## src/rtl/rot_pkg.sv

```systemverilog
// Shared types and constants for the rotate execution unit.
// Assumes an 8-bit data path and the flag layout Z/N/H/C in bits 7..4.
package rot_pkg;
    localparam int BYTE_W   = 8;
    localparam int NREG     = 8;
    localparam int SEL_W    = $clog2(NREG);
    localparam int ADDR_W   = 2 * BYTE_W;

    localparam logic [SEL_W-1:0] SRC_MEM = 3'd6;
    localparam int IDX_H = 4;
    localparam int IDX_L = 5;

    localparam int FLG_Z = 7;
    localparam int FLG_N = 6;
    localparam int FLG_H = 5;
    localparam int FLG_C = 4;

    typedef enum logic [1:0] {
        ROT_LC = 2'd0,
        ROT_RC = 2'd1,
        ROT_LT = 2'd2,
        ROT_RT = 2'd3
    } rot_kind_e;

    typedef struct packed {
        rot_kind_e        kind;
        logic [SEL_W-1:0] src;
        logic             is_mem;
        logic             illegal;
    } rot_cmd_t;
endpackage

```

## src/rtl/rot_decode.sv

```systemverilog
// Opcode decoder: splits the opcode into operation kind and operand source,
// and marks opcodes outside the rotate group as illegal.
// Assumes the rotate group occupies opcodes whose top three bits are zero.
module rot_decode
    import rot_pkg::*;
(
    input  logic [BYTE_W-1:0] opcode,
    output rot_cmd_t          cmd
);
    // Purely combinational field extraction.
    always_comb begin
        cmd.kind    = rot_kind_e'(opcode[4:3]);
        cmd.src     = opcode[2:0];
        cmd.illegal = (opcode[7:5] != 3'd0);
        cmd.is_mem  = (opcode[2:0] == SRC_MEM) && (opcode[7:5] == 3'd0);
    end
endmodule

```

## src/rtl/rot_alu.sv

```systemverilog
// Rotate datapath: computes the rotated byte and the resulting flag byte.
// Assumes cin is the carry flag value captured when the operation began.
module rot_alu
    import rot_pkg::*;
(
    input  logic [BYTE_W-1:0] val,
    input  logic              cin,
    input  rot_kind_e         kind,
    output logic [BYTE_W-1:0] res,
    output logic [BYTE_W-1:0] flags
);
    logic cout;

    // Select the bit that fills the vacated position and the bit shifted out.
    always_comb begin
        unique case (kind)
            ROT_LC: begin res = {val[BYTE_W-2:0], val[BYTE_W-1]}; cout = val[BYTE_W-1]; end
            ROT_RC: begin res = {val[0], val[BYTE_W-1:1]};        cout = val[0];        end
            ROT_LT: begin res = {val[BYTE_W-2:0], cin};           cout = val[BYTE_W-1]; end
            default: begin res = {cin, val[BYTE_W-1:1]};          cout = val[0];        end
        endcase
    end

    // Assemble the flag byte; N and H always clear, low nibble always zero.
    always_comb begin
        flags        = '0;
        flags[FLG_Z] = (res == '0);
        flags[FLG_C] = cout;
    end
endmodule

```

## src/rtl/rot_seq.sv

```systemverilog
// Machine-cycle sequencer: counts clocks of one operation, flags the memory
// read slot and the final clock. Assumes MCYC_CLKS >= 1.
module rot_seq #(
    parameter int MCYC_CLKS = 4
) (
    input  logic clk,
    input  logic rst_n,
    input  logic start,
    input  logic long_op,
    output logic busy,
    output logic accept,
    output logic rd_pulse,
    output logic last
);
    localparam int REG_CLKS = 2 * MCYC_CLKS;
    localparam int MEM_CLKS = 4 * MCYC_CLKS;
    localparam int CNT_W    = $clog2(MEM_CLKS);
    localparam logic [CNT_W-1:0] LAST_REG = CNT_W'(REG_CLKS - 1);
    localparam logic [CNT_W-1:0] LAST_MEM = CNT_W'(MEM_CLKS - 1);
    localparam logic [CNT_W-1:0] RD_AT    = CNT_W'(MCYC_CLKS);

    logic [CNT_W-1:0] cnt;
    logic             long_q;

    assign accept   = start && !busy;
    assign last     = busy && (cnt == (long_q ? LAST_MEM : LAST_REG));
    assign rd_pulse = busy && long_q && (cnt == RD_AT);

    // Track the clock position within the current operation.
    always_ff @(posedge clk) begin
        if (!rst_n) begin
            busy   <= 1'b0;
            cnt    <= '0;
            long_q <= 1'b0;
        end else if (accept) begin
            busy   <= 1'b1;
            cnt    <= '0;
            long_q <= long_op;
        end else if (last) begin
            busy   <= 1'b0;
        end else if (busy) begin
            cnt    <= cnt + CNT_W'(1);
        end
    end

    // an operation in flight keeps counting regardless of start.
    a_r8_busy_runs: assert property (@(posedge clk) disable iff (!rst_n)
        (busy && !last) |=> (busy && cnt == $past(cnt) + CNT_W'(1)));

    // the unit returns to idle right after the final clock.
    a_r6_done_ends: assert property (@(posedge clk) disable iff (!rst_n)
        last |=> !busy);

    // reset forces the idle state.
    a_r10_reset_idle: assert property (@(posedge clk)
        !rst_n |=> (!busy && cnt == '0));
endmodule

```

## src/rtl/rot_unit.sv

```systemverilog
// Rotate execution unit top: latches the command and operand on start,
// sequences a register or memory read-modify-write operation, and drives
// write strobes in the final clock. Assumes the memory returns read data
// one clock after mem_re and that the register file applies writes on the
// clock edge that ends the done cycle.
module rot_unit
    import rot_pkg::*;
#(
    parameter int MCYC_CLKS = 4
) (
    input  logic                    clk,
    input  logic                    rst_n,
    input  logic                    start,
    input  logic [BYTE_W-1:0]       opcode,
    input  logic [NREG*BYTE_W-1:0]  regs_in,
    input  logic [BYTE_W-1:0]       flags_in,
    output logic                    done,
    output logic                    unsup,
    output logic                    reg_we,
    output logic [SEL_W-1:0]        reg_sel,
    output logic [BYTE_W-1:0]       reg_wdata,
    output logic                    flag_we,
    output logic [BYTE_W-1:0]       flag_wdata,
    output logic                    mem_re,
    output logic                    mem_we,
    output logic [ADDR_W-1:0]       mem_addr,
    output logic [BYTE_W-1:0]       mem_wdata,
    input  logic [BYTE_W-1:0]       mem_rdata
);
    logic [BYTE_W-1:0] reg_arr [NREG];
    rot_cmd_t          cmd_d, cmd_q;
    logic              busy, accept, rd_pulse, last;
    logic              rd_d;
    logic [BYTE_W-1:0] opnd_q;
    logic              carry_q;
    logic [ADDR_W-1:0] addr_q;
    logic [BYTE_W-1:0] alu_res, alu_flags;
    logic              unused_flag_bits;

    // Unpack the register bus, one byte per operand code.
    for (genvar g = 0; g < NREG; g++) begin : g_unpack
        assign reg_arr[g] = regs_in[g*BYTE_W +: BYTE_W];
    end

    assign unused_flag_bits = ^{flags_in[BYTE_W-1:FLG_C+1], flags_in[FLG_C-1:0]};

    rot_decode u_dec (
        .opcode (opcode),
        .cmd    (cmd_d)
    );

    rot_seq #(.MCYC_CLKS(MCYC_CLKS)) u_seq (
        .clk      (clk),
        .rst_n    (rst_n),
        .start    (start),
        .long_op  (cmd_d.is_mem),
        .busy     (busy),
        .accept   (accept),
        .rd_pulse (rd_pulse),
        .last     (last)
    );

    // Capture command, operand, carry and address at start; load memory data.
    always_ff @(posedge clk) begin
        if (!rst_n) begin
            cmd_q   <= '0;
            opnd_q  <= '0;
            carry_q <= 1'b0;
            addr_q  <= '0;
            rd_d    <= 1'b0;
        end else begin
            rd_d <= rd_pulse;
            if (accept) begin
                cmd_q   <= cmd_d;
                opnd_q  <= reg_arr[cmd_d.src];
                carry_q <= flags_in[FLG_C];
                addr_q  <= {reg_arr[IDX_H], reg_arr[IDX_L]};
            end else if (rd_d) begin
                opnd_q  <= mem_rdata;
            end
        end
    end

    rot_alu u_alu (
        .val   (opnd_q),
        .cin   (carry_q),
        .kind  (cmd_q.kind),
        .res   (alu_res),
        .flags (alu_flags)
    );

    // Drive completion and write strobes in the final clock only.
    always_comb begin
        done       = last;
        unsup      = last && cmd_q.illegal;
        reg_we     = last && !cmd_q.illegal && !cmd_q.is_mem;
        flag_we    = last && !cmd_q.illegal;
        mem_we     = last && cmd_q.is_mem;
        mem_re     = rd_pulse;
        reg_sel    = cmd_q.src;
        reg_wdata  = alu_res;
        flag_wdata = alu_flags;
        mem_wdata  = alu_res;
        mem_addr   = addr_q;
    end

    // the memory write strobe never lasts beyond one clock.
    a_r7_we_single: assert property (@(posedge clk) disable iff (!rst_n)
        mem_we |=> !mem_we);

    // the address presented at the read is still there afterwards.
    a_r7_addr_held: assert property (@(posedge clk) disable iff (!rst_n)
        mem_re |=> $stable(mem_addr));

    // written flag byte has N, H and the low nibble clear.
    a_r5_flag_shape: assert property (@(posedge clk) disable iff (!rst_n)
        flag_we |-> (flag_wdata[3:0] == 4'd0 && !flag_wdata[FLG_N] && !flag_wdata[FLG_H]));

    // an unsupported opcode completes with no write strobe.
    a_r9_unsup_quiet: assert property (@(posedge clk) disable iff (!rst_n)
        unsup |-> !(reg_we || flag_we || mem_we));

    // a single-clock done pulse.
    a_r6_done_pulse: assert property (@(posedge clk) disable iff (!rst_n)
        done |=> !done);
endmodule

```

## config.mk

```make
export PLATFORM = sky130hd
export DESIGN_NAME = rot_unit
export DESIGN_NICKNAME = d
export VERILOG_FILES = /design/src/rtl/rot_pkg.sv /design/src/rtl/rot_decode.sv /design/src/rtl/rot_alu.sv /design/src/rtl/rot_seq.sv /design/src/rtl/rot_unit.sv
export SDC_FILE = /design/constraint.sdc
export NUM_CORES = 1
export LEC_CHECK = 0
export ABC_AREA = 1
export BUFFER_PORTS_ARGS = -buffer_cell sky130_fd_sc_hd__buf_2
export CAP_MARGIN = 20
export CORE_MARGIN = 10
export CORE_UTILIZATION = 46
export CTS_CLUSTER_DIAMETER = 50
export DETAILED_ROUTE_END_ITERATION = 12
export GPL_TIMING_DRIVEN = 0
export HOLD_SLACK_MARGIN = 0.05
export PLACE_DENSITY = 0.87
export SYNTH_ARGS = -nofsm -noshare
export SYNTH_HDL_FRONTEND = slang
export SYNTH_SLANG_ARGS = --single-unit
```

## constraint.sdc

```tcl
create_clock -name clk -period 1.4 [get_ports clk]
set_input_delay 0.28 -clock clk [delete_from_list [all_inputs] [get_ports clk]]
set_output_delay 0.28 -clock clk [all_outputs]
set_load 0.01 [all_outputs]
```

-- Word level (Yosys, flattened, before mapping)
Cells that the tools add are included.
- bitwise logic cells: 3
- reduce and logical (&&, ||, !) cells: 21
- equality and inequality tests: 5
- magnitude comparators: 1
- add/sub/neg operators: 1
- multiplexer cells: 10
- operator list (cell ; count):
    2-to-1 mux 8 bit ; 4
    binary-select mux 8 bit (select 3 bit) ; 1
    one-hot mux 8 bit (3 select lines) ; 1
    logical AND 1 bit ; 9
    zero test 8 bit ; 1
    adder 4 x 1 -> 4 bit, second input constant ; 1
    equality test 4 x 3 -> 1 bit, second input constant ; 1
    equality test 4 bit ; 1
    >= comparator 4 bit, second input constant ; 1
    2-to-1 mux 4 bit ; 1
    inverter 3 -> 4 bit ; 1
    nonzero test 2 bit ; 2
    OR reduction 2 bit ; 2
    equality test 3 bit, second input constant ; 1
    zero test 1 bit ; 3
    zero test 3 bit ; 1
    2-to-1 mux 1 bit ; 3
    nonzero test 3 bit ; 1
    equality test 2 x 1 -> 1 bit, second input constant ; 1
    equality test 2 bit, second input constant ; 1
    zero test 2 bit ; 1
    inverter 1 bit ; 2
    AND reduction 2 bit ; 1
- word-level logic and storage cells: 51
- flip-flop bits (word level): 38
- output and inout bits: 49

-- Longest topological paths before layout
- depth in word-level cells: 5
- mapped depth: 10

-- By module
From an unflattened synthesis, not the netlist that was laid out.
- cells, all modules: 478
- area, all modules: 2870.3 µm²
- modules (own cells, without submodules) (module ; cells an instance ; instances ; seq. area each (µm²) ; area each (µm²)):
    rot_unit ; 373 ; 1 ; 660.6 ; 2233.4
    rot_seq ; 45 ; 1 ; 120.1 ; 334.1
    rot_alu ; 49 ; 1 ; 0.0 ; 234.0
    rot_decode ; 11 ; 1 ; 0.0 ; 68.8

-- Least setup slack after synthesis
OpenSTA, ideal clock, no wires.
- kind: register to output
- start: reg u_seq.cnt[0]
- end: out reg_we
- path slack: -214 ps
- cell stages (with the launch flop): 7
- arrival: 1334 ps
- cells stage by stage: dfxtp_1 ha_1 nand2_1 nand3b_4 nor2_1 inv_2 nor3_1
- cells in the longest elaborated chain, start to end: 4
- RTL lines (element ; RTL line ; RTL):
    start, declared ; rot_seq.sv:22 ; logic [CNT_W-1:0] cnt;
    start signal, assigned ; rot_seq.sv:42 ; cnt <= cnt + CNT_W'(1);
    equality test 4 bit ; rot_seq.sv:26 ; assign last = busy && (cnt == (long_q ? LAST_MEM : LAST_REG));
    logical AND 1 bit ; rot_seq.sv:26 ;
    via done ; rot_unit.sv:17 ; output logic done,
    logical AND 1 bit (2 in a row) ; rot_unit.sv:96 ; reg_we = last && !cmd_q.illegal && !cmd_q.is_mem;
    end, declared ; rot_unit.sv:19 ; output logic reg_we,
The timed path passes the listed nets, and every way through them passes these cells.

-- Worst setup path after layout
- start: reg cmd_q[5] in the netlist's numbering
- end: out flag_wdata[7]
- cells in the longest elaborated chain, start to end: 3
- RTL lines (element ; RTL line ; RTL):
    start, declared ; rot_unit.sv:31 ; rot_cmd_t cmd_d, cmd_q;
    start signal, assigned ; rot_unit.sv:74 ; cmd_q <= cmd_d;
    equality test 2 bit, or another cell as far along ; rot_alu.sv:16 ; unique case (kind)
    one-hot mux 8 bit (3 select lines) * ; rot_alu.sv:16 ;
    zero test 8 bit * ; rot_alu.sv:27 ; flags[FLG_Z] = (res == '0);
    end, declared ; rot_unit.sv:23 ; output logic [BYTE_W-1:0] flag_wdata,
Mark *: on every way between the ends. The rest lies on a longest branch, timed or not.

==> results.sh <==
export IMPL_status="complete, but fails checks"
export IMPL_violations="negative setup slack"
export IMPL_drive_gt1_share_pct=39.1
export IMPL_core_sq_um=5570
export IMPL_clkSinkCount=38
export IMPL_final_common_cell="nand2_1"
export IMPL_final_antenna_net_count=0
export IMPL_cpPeakStageDelay_ps=390
export IMPL_final_cell_mix="nand2_1 (133), buf_2 (111), inv_1 (95)"
export IMPL_avgSynthCellArea_sq_um=5.98
export IMPL_power_density_nw_per_um2=774
export IMPL_grt_pass1_wl_microns=14400
export IMPL_antenna_found_initial=0
export IMPL_routed_wl_microns=9800
export IMPL_grt_overflow_total=0
export IMPL_yosys_warnings=0
export IMPL_grtUsageTotal_pct=19.3
export IMPL_clkTransAtPathRegs_ps=80
export IMPL_post_dp_hpwl_microns=7050
export IMPL_io_pins=140
export IMPL_synth_area_leaders="dfxtp_1 (28%), nand2_1 (21%), inv_1 (14%)"
export IMPL_min_delay_path_class="primary input to register"
export IMPL_initial_core_util_pct=48.1
export IMPL_drt_iter0_drc=245
export IMPL_critPathSlowestCell="dfxtp_4"
export IMPL_io_buffer_count=123
export IMPL_die_w_microns=96.4
export IMPL_drt_wirelength_per_cell_microns=14.7
export IMPL_cts_tree="built"
export IMPL_syn_area_sq_um=2680
export IMPL_grt_max_degree=13
export IMPL_holdBufCountCts=0
export IMPL_synth_edf_count=0
export IMPL_synth_top_flop_cell="dfxtp_1"
export IMPL_ir_drop_v=0.000449
export IMPL_yosys_cell_types_count=30
export IMPL_start_kind="register"
export IMPL_drc=0
export IMPL_cp_cell_sequence="buf_6 -> nand2_2 -> nand2_4 -> nor2_2 -> nand4_1 -> nor2_1 -> buf_2"
export IMPL_fmax_mhz=549
export IMPL_rsz0062_at_grt="true"
export IMPL_cp_end_kind="output port"
export IMPL_whs_ps=196
export IMPL_yosysSeqAreaShare_pct=28.3
export IMPL_dr_pass1_iters=7
export IMPL_cts_buffer_depth=2
export IMPL_n_antenna_cell=0
export IMPL_nets=685
export IMPL_yosys_register_bits=38
export IMPL_hold_viol_final=0
export IMPL_worst_path_buf_inv=2
export IMPL_num_vias=3240
export IMPL_power_mw=3.01
export IMPL_syn2layout_area_growth_pct=45.0
export IMPL_min_period_ps=1820
export IMPL_synth_top_area_share_pct=28.3
export IMPL_crit_family="simple AND/OR/NAND/NOR gates"
export IMPL_dieArea_sq_um=9290
export IMPL_criticalPathCategory="register to output port"
export IMPL_row_count=27
export IMPL_die_h_microns=96.4
export IMPL_synthArstFlopShare_pct=0
export IMPL_clockRootBuffer="clkbuf_8"
export IMPL_cts_max_level=2
export IMPL_cp_max_fo=5
export IMPL_slew_viol_final=0
export IMPL_drv_cap=0
export IMPL_insertion_delay_ps=290
export IMPL_grt_pass1_vias=3138
export IMPL_cp_arrival_ps=1540
export IMPL_vias_per_cell=4.87
export IMPL_yosys_area_top_type="dfxtp_1"
export IMPL_skew_ps=3.68
export IMPL_layout_setup_ws_ps=-421
export IMPL_cellLeakagePower_nw=2.30
export IMPL_cts_buffers=5
export IMPL_gp_congestion=0.846
export IMPL_setup_viol=22
export IMPL_cp_required_ps=1120
export IMPL_synth_cells=449
export IMPL_post_route_period_util_pct=130
worst paths after layout:
check | cells after the start | slack, ps | endpoint | startpoint
worst max-delay path | 7 | -420 | flag_wdata[7] | cmd_q[5]
worst min-delay path | 3 | 200 | cmd_q[5] | opcode[3]
worst max register to register | 8 | 70 | u_seq.cnt[1] | u_seq.cnt[0]
worst min register to register | 2 | 460 | reg_sel[1] | reg_sel[1]
report_power, final:
part           total [mW]  internal (mW)  switching [mW]  leakage [nW]
logic               0.997          0.464           0.533          1.94
clock network       0.800          0.396           0.404        0.0472
registers            1.21           1.15          0.0636         0.315
state kept, by name, summed over array words and instances (netlist names):
name	count
carry_q	1
cmd_q	3
mem_addr	16
opnd_q	8
rd_d	1
reg_sel	3
u_seq.busy	1
u_seq.cnt	4
u_seq.long_q	1
layout make-up:
type                       count  area, sq um
buffer                        32          267
clock buffer                   6         82.6
clock inverter                 2         12.5
fill                         465         1680
inverter                     105          409
multi-input combinational    278         1450
sequential                    38          771
tap                           72         90.1
timing repair buffer         131          800
timing repair inverter         1         11.3
through the flow:
stage | setup WS (ps) | instance area (sq um) | std cells | setup TNS (ps) | util [%]
after floorplan | 7.55 | 2720 | 454 | 0 | -
after global placement | -81.6 | 3420 | 649 | -289 | 61.4
after detailed placement | -130 | 3420 | 649 | -475 | 61.4
after CTS | -337 | 3720 | 662 | -3300 | 66.8
after global routing | -485 | 3890 | 665 | -5320 | 69.8
final | -421 | 3890 | 665 | -4170 | 69.8
worst register-to-register path: stages, from the launching register on:
cell	delay, ps
dfxtp_2	360
ha_4	140
nand2_2	50
nand3b_4	170
buf_4	140
buf_4	140
nand2_4	80
nand2_1	70
a21oi_2	110
cell usage after synthesis (all sizes together), types with 2 or more instances:
cell type  number
a21oi           7
buf            33
dfxtp          38
ha              2
inv           104
nand2         150
nand3          48
nor2           11
nor3            4
o21ai          41
o22ai           2
routing by layer:
metal  wire (microns)  vias up  global-route usage (%)
li1                 -     1621                       -
met1             3610     1436                    21.0
met2             5020      157                    35.7
met3              927       26                    5.32
met4              244        0                    5.57
met5                0        -                       0
logic make-up (layout without fill, tap and decap cells):
family                     count (synthesis)  in the layout  synth area share (%)
adders and majority gates                  2              2                 0.932
other                                      1              6                 0.140
and+or+nand+nor                          216            216                  35.0
AOI/OAI and AO/OA                         53             53                  11.5
xor gates and xnor gates                   1              1                 0.326
buffers and inverters                    138            277                  23.8
DFF                                       38             38                  28.3
repair_timing:
item,4_1_cts,5_1_grt
setup endpoints to repair,24,35
pin swaps,13,7
cloned,2,0
setup buffers,4,3
gates resized for setup,53,38
Note: power is estimated with default switching activity, not from simulation.
